`config.mk`:
```
export PLATFORM = sky130hd
export DESIGN_NAME = nextpc_unit
export DESIGN_NICKNAME = d
export VERILOG_FILES = /design/src/rtl/nextpc_pkg.sv /design/src/rtl/nextpc_cmp.sv /design/src/rtl/nextpc_sel.sv /design/src/rtl/nextpc_reg.sv /design/src/rtl/nextpc_unit.sv
export SDC_FILE = /design/constraint.sdc
export NUM_CORES = 1
export LEC_CHECK = 0
export ABC_AREA = 1
export BUFFER_PORTS_ARGS = -buffer_cell sky130_fd_sc_hd__buf_2
export CELL_PAD_IN_SITES_DETAIL_PLACEMENT = 1
export CELL_PAD_IN_SITES_GLOBAL_PLACEMENT = 2
export CORE_ASPECT_RATIO = 0.5
export CORE_MARGIN = 2
export CORE_UTILIZATION = 28
export DETAILED_ROUTE_END_ITERATION = 6
export PLACE_DENSITY = 0.93
export SKIP_LAST_GASP = 1
export SLEW_MARGIN = 20
export SYNTH_ARGS = -nofsm -noshare
export SYNTH_HDL_FRONTEND = slang
export SYNTH_SLANG_ARGS = --single-unit
```
`constraint.sdc`:
```
create_clock -name clk_i -period 3.7 [get_ports clk_i]
set_input_delay 0.74 -clock clk_i [delete_from_list [all_inputs] [get_ports clk_i]]
set_output_delay 0.74 -clock clk_i [all_outputs]
set_load 0.005 [all_outputs]
```
`src/rtl/nextpc_pkg.sv`:
```
package nextpc_pkg;
  typedef enum logic [2:0] {
    BR_NONE = 3'd0,
    BR_EQ   = 3'd1,
    BR_NE   = 3'd2,
    BR_LT   = 3'd3,
    BR_GE   = 3'd4,
    BR_LTU  = 3'd5,
    BR_GEU  = 3'd6,
    BR_RSV  = 3'd7
  } br_kind_e;
endpackage

```
`src/rtl/nextpc_cmp.sv`:
```
module nextpc_cmp
  import nextpc_pkg::*;
#(
  parameter int XLEN = 32
) (
  input  br_kind_e          kind_i,
  input  logic [XLEN-1:0]   a_i,
  input  logic [XLEN-1:0]   b_i,
  output logic              cond_o
);
  logic eq, lt, ltu;

  assign eq  = (a_i == b_i);
  assign lt  = ($signed(a_i) < $signed(b_i));
  assign ltu = (a_i < b_i);

  always_comb begin
    case (kind_i)
      BR_EQ:   cond_o = eq;
      BR_NE:   cond_o = !eq;
      BR_LT:   cond_o = lt;
      BR_GE:   cond_o = !lt;
      BR_LTU:  cond_o = ltu;
      BR_GEU:  cond_o = !ltu;
      default: cond_o = 1'b0;
    endcase
  end
endmodule

```
`src/rtl/nextpc_sel.sv`:
```
module nextpc_sel #(
  parameter int XLEN = 32,
  parameter int STEP = 4
) (
  input  logic [XLEN-1:0] pc_i,
  input  logic [XLEN-1:0] rs1_i,
  input  logic [XLEN-1:0] imm_i,
  input  logic            cond_i,
  input  logic            jal_i,
  input  logic            jalr_i,
  input  logic            halt_i,
  output logic [XLEN-1:0] next_o,
  output logic [XLEN-1:0] seq_o,
  output logic            taken_o
);
  logic [XLEN-1:0] rel_tgt, ind_sum, ind_tgt;

  assign seq_o   = pc_i + XLEN'(STEP);
  assign rel_tgt = pc_i + imm_i;
  assign ind_sum = rs1_i + imm_i;
  assign ind_tgt = {ind_sum[XLEN-1:1], 1'b0};

  // fixed priority: halt, indirect, direct, branch, sequential
  always_comb begin
    taken_o = 1'b1;
    if (halt_i)      next_o = pc_i;
    else if (jalr_i) next_o = ind_tgt;
    else if (jal_i)  next_o = rel_tgt;
    else if (cond_i) next_o = rel_tgt;
    else begin
      next_o  = seq_o;
      taken_o = 1'b0;
    end
  end
endmodule

```
`src/rtl/nextpc_reg.sv`:
```
module nextpc_reg #(
  parameter int              XLEN       = 32,
  parameter logic [XLEN-1:0] START_ADDR = '0
) (
  input  logic            clk_i,
  input  logic            rst_ni,
  input  logic [XLEN-1:0] d_i,
  output logic [XLEN-1:0] q_o
);
  always_ff @(posedge clk_i or negedge rst_ni) begin
    if (!rst_ni) q_o <= START_ADDR;
    else         q_o <= d_i;
  end
endmodule

```
`src/rtl/nextpc_unit.sv`:
```
module nextpc_unit
  import nextpc_pkg::*;
#(
  parameter int              XLEN       = 32,
  parameter int              ILEN_BYTES = 4,
  parameter logic [XLEN-1:0] START_ADDR = '0
) (
  input  logic            clk_i,
  input  logic            rst_ni,
  input  logic [2:0]      br_kind_i,
  input  logic            jal_i,
  input  logic            jalr_i,
  input  logic            halt_i,
  input  logic [XLEN-1:0] rs1_i,
  input  logic [XLEN-1:0] rs2_i,
  input  logic [XLEN-1:0] imm_i,
  output logic [XLEN-1:0] pc_o,
  output logic [XLEN-1:0] next_pc_o,
  output logic [XLEN-1:0] link_o,
  output logic            taken_o,
  output logic            fault_o
);
  localparam int ALIGN_BITS = $clog2(ILEN_BYTES);

  logic cond;

  nextpc_cmp #(.XLEN(XLEN)) u_cmp (
    .kind_i (br_kind_e'(br_kind_i)),
    .a_i    (rs1_i),
    .b_i    (rs2_i),
    .cond_o (cond)
  );

  nextpc_sel #(.XLEN(XLEN), .STEP(ILEN_BYTES)) u_sel (
    .pc_i    (pc_o),
    .rs1_i   (rs1_i),
    .imm_i   (imm_i),
    .cond_i  (cond),
    .jal_i   (jal_i),
    .jalr_i  (jalr_i),
    .halt_i  (halt_i),
    .next_o  (next_pc_o),
    .seq_o   (link_o),
    .taken_o (taken_o)
  );

  nextpc_reg #(.XLEN(XLEN), .START_ADDR(START_ADDR)) u_reg (
    .clk_i  (clk_i),
    .rst_ni (rst_ni),
    .d_i    (next_pc_o),
    .q_o    (pc_o)
  );

  generate
    if (ALIGN_BITS > 0) begin : g_align
      assign fault_o = |next_pc_o[ALIGN_BITS-1:0];
    end else begin : g_noalign
      assign fault_o = 1'b0;
    end
  endgenerate


  a_r7_halt_spin: assert property (@(posedge clk_i) disable iff (!rst_ni)
    halt_i |-> (next_pc_o == pc_o) && taken_o);


  a_r6_link: assert property (@(posedge clk_i) disable iff (!rst_ni)
    (jal_i || jalr_i) |-> (link_o == pc_o + XLEN'(ILEN_BYTES)));


  a_r2_sequential: assert property (@(posedge clk_i) disable iff (!rst_ni)
    (!halt_i && !jal_i && !jalr_i && (br_kind_i == 3'd0 || br_kind_i == 3'd7))
      |-> (next_pc_o == pc_o + XLEN'(ILEN_BYTES)) && !taken_o);

  // PC follows the selected address
  a_r2_pc_load: assert property (@(posedge clk_i) disable iff (!rst_ni)
    1'b1 |=> (pc_o == $past(next_pc_o)));


  a_r5_ind_even: assert property (@(posedge clk_i) disable iff (!rst_ni)
    (jalr_i && !halt_i) |-> !next_pc_o[0] && taken_o);

  // equal operands never take a not-equal branch
  a_r3_ne_equal: assert property (@(posedge clk_i) disable iff (!rst_ni)
    (br_kind_i == 3'd2 && rs1_i == rs2_i && !halt_i && !jal_i && !jalr_i) |-> !taken_o);


  a_r8_aligned_pc: assert property (@(posedge clk_i) disable iff (!rst_ni)
    !fault_o |=> (pc_o[1:0] == 2'b00));
endmodule

```
==> impl_results.md <==
* Post-Route WL at approximately 40000 µm
* Starting Density at 28.6%
* Residual DRC count at 0
* Slew @ Worst Pin at approximately 0.84 ns
* Sequential-to-total area share from yosys stat at approximately 11%
* Reg clk slew, reported paths at 0.06 ns
* Wirelength per Cell at 21.0 µm
* Fmax at about 0.25 GHz
* Pre-antenna DRT Iters at 5
* Syn Nets at about 1400
* Final HPWL DP at roughly 33000 µm
* Top layer in use: met4
* RSZ-0062 raised after global routing: true
* Largest net degree at the start of global routing at 33
* Seq pwr share at between 10% and 20%
* Vias at about 10000
* Status: finished, violations left
* Layout Nets at roughly 1800
* Kind of critical path: in2out
* Die height at about 120 µm
* Layout cell share with drive strength beyond 1 at roughly 36%
* Vias per inst at 5.29
* Slew margin rel. at a little over two fifths
* IO Count at a little over 200
* Crit share post-route at 108%
* R2R setup slack at 0.88 ns
* Max stage delay on crit path at 0.26 ns
* Port buffer count at 201
* Hold violation total from the final report at 0
* Total net switching power at 0.00245 W
* Die X at 231 µm
* Setup violators final at 33
* Most common cell on crit path: nand2_1
* Fin cells at 1957
* Worst R2R Start: u_reg.q_o[2]
* Net Sw Frac at 53.0%
* CTS tree: done
* Final min period at roughly 4 ns
* Failing checks: negative setup slack
* Post-synth EDFFs at 0
* First-pass GRT wire length at 61100 µm
* Final core utilization at 44.1%
* CTS sink cnt at 32
* Syn avg cell area at between 5 and 6 µm²
* Number of buffers created by CTS at 5
* 1st-iter DRT viols at 941
* Worst skew pair latency at about 0.29 ns
* Gr usage total at 28.8%
* VDD IR-drop max at around 0.17 mV
* H-Tree Level Count at 2
* Top Registers: u_reg.q_o: 32 flops
* Worst min-delay path class: in2async
* Final worst slack at -0.298 ns
* Reg2reg path depth at 12
* M1 WL at 18500 µm
* Number of routed nets with antenna violations at 0
* Pwr Density at 414 nW/µm²
* Dpl cell area at 9960 µm²
* Crit path capture type: output pin
* # rows at 41
* Slowest CP cell: a21oi_2
* Synth Warn # at 0
* Distinct cell type count after synthesis at 46
* Vias in the first global route at 10500
* Crit path DAT at approximately 3.3 ns
* R2r endpoint: u_reg.q_o[18]
* Met3 WL at 2700 µm
* Clock Path Buffers at 2
* FF+latch count, synth at 32
* Final Cell Area at between 10000 and 15000 µm²
* Met2 WL at between 15000 and 20000 µm
* Antenna diode count at 0
* Antenna violations before repair at 0
* Combinational power share at 77.9%
* Die area at 27200 µm²
* Register with the most flip-flops: u_reg.q_o
* Area grow syn2layout at 54.2%
* GP Congestion at between 1 and 1.5
* Clock Skew at about 0.0032 ns
* CP required at 2.96 ns
* Power Total at 0.00462 W
* Critical Path Fanout Max at 12
* Clock Tree Root: clkbuf_16
* Synth Flop Type: dfrtp_1
* Placed instance count at roughly 1900
* Grt total ovfl at 0
* MaxCap Viol Count at 0
* Largest register FFs at 32
* Internal Power at 0.00217 W
* Mapped Cells at 1220
* Synth Cell Area at 7230 µm²
* Clock share of power at 9.6%
* Cells along the critical path: buf_2 -> inv_2 -> ha_4 -> a21oi_2 -> nand2_1 -> nand2_1 -> nand2_1 -> nand2_1 -> nand2_2 -> nand2_2 -> buf_6 -> nand3_1 -> nand3_2 -> nand2_2 -> nor2_4 -> nand2_4 -> buf_6 -> nand2_1 -> nand3_1 -> a21oi_2 -> buf_2
* Ys async rst share at 100%
* Core outline area at 25300 µm²
* CP Launch Type: input port
* Leak at 5.82 nW
* Slew Viols, Final at 0
==> power by group through the flow <==
stage	registers, W	clock network (W)	logic (W)
global placement	0.000564	0	0.00308
CTS	0.000563	0.000442	0.00340
detailed placement	0.000565	0	0.00315
floorplan	0.000578	0	0.00157
finish	0.000573	0.000445	0.00360
global route	0.000580	0.000457	0.00387
==> layout make-up <==
type / instances / area [µm²]
Fill cell: 3386 / 14100
Timing Repair Buffer: 408 / 2650
Clock buffer: 7 / 143
Tap cell: 344 / 430
Multi-Input combinational cell: 990 / 6460
Inverter: 175 / 657
Sequential cell: 32 / 801
Clock inverter: 1 / 7.51
==> layout by cell type, fill, tap and decap left out, types with 18 or more instances in the layout <==
master	netlist	routed
ha_1	94	66
dfrtp_1	32	32
nor3_1	25	19
inv_1	172	156
nand2_1	314	290
nand3b_1	18	18
a21oi_2	0	29
ha_4	0	27
nand2_2	7	23
xnor2_1	19	19
nand4_1	20	20
a21oi_1	117	84
o21ai_0	62	55
xor2_1	38	37
nor2_1	110	103
buf_4	4	201
buf_2	4	191
nand3_1	92	76
==> metal layers <==
layer	vias up	track usage [%]
li1	4809	-
met1	5111	40.5
met2	372	46.3
met3	66	3.22
met4	0	8.35
met5	-	0
==> cells in the mapped netlist (all sizes together), types with 3 or more instances <==
cell type / n / area share, %
a21o: 7 / 0.73
a21oi: 117 / 8.1
a31oi: 3 / 0.26
buf: 11 / 1.2
clkbuf: 12 / 0.62
dfrtp: 32 / 11
ha: 94 / 16
inv: 173 / 9.0
nand2: 322 / 17
nand3: 94 / 6.6
nand3b: 18 / 1.9
nand4: 20 / 1.7
nor2: 118 / 6.7
nor3: 29 / 2.4
nor4: 11 / 0.95
o211ai: 3 / 0.38
o21a: 3 / 0.31
o21ai: 68 / 4.7
o21bai: 11 / 1.1
xnor2: 19 / 2.3
xor2: 38 / 4.6
==> stage by stage <==
step           setup slack [ns]  hold WS (ns)  TNS, ns
2_1_floorplan             0.428         0.444        0
3_3_place_gp             -0.291         0.576    -5.53
3_5_place_dp             -0.366         0.593    -9.21
4_1_cts                  -0.109         0.579    -1.69
5_1_grt                  -0.444         0.607   -10.93
6_report                 -0.298         0.550    -5.49
==> worst max-delay path, delay by kind of cell <==
family	cells	cell delay, ns
and+or+nand+nor	13	1.22
buffers and inverters	5	0.60
AOI/OAI and AO/OA	2	0.42
adders and majority gates	1	0.25
==> worst max path at each step <==
| stage | startpoint | to | slack (ns) | cells past startpoint |
|---|---|---|---|---|
| floorplan | rs2_i[31] | next_pc_o[13] | 0.43 | 17 |
| global placement | rs1_i[5] | next_pc_o[30] | -0.29 | 16 |
| detailed placement | rs1_i[31] | next_pc_o[15] | -0.37 | 19 |
| CTS | rs1_i[29] | fault_o | -0.11 | 18 |
| global route | rs1_i[31] | next_pc_o[11] | -0.44 | 18 |
| finish | rs2_i[3] | next_pc_o[11] | -0.30 | 21 |
==> logic make-up (layout without fill, tap and decap cells) <==
family	after synthesis	count (layout)	synth area share (%)
flops	32	32	11.1
xor+xnor	57	57	6.90
buf+inv	198	591	10.9
simple gates	615	615	37.6
fa+ha+maj	96	96	16.8
compound gates	222	222	16.8
==> timing repair <==
item / 4_1_cts / 5_1_grt
pin swaps: 49 / 16
buffers inserted: 12 / 6
setup endpoints to repair: 34 / 34
hold buffers: 0 / 0
gates resized for setup: 158 / 37
gates cloned: 0 / 0
Note: power is estimated with default switching activity, not from simulation.
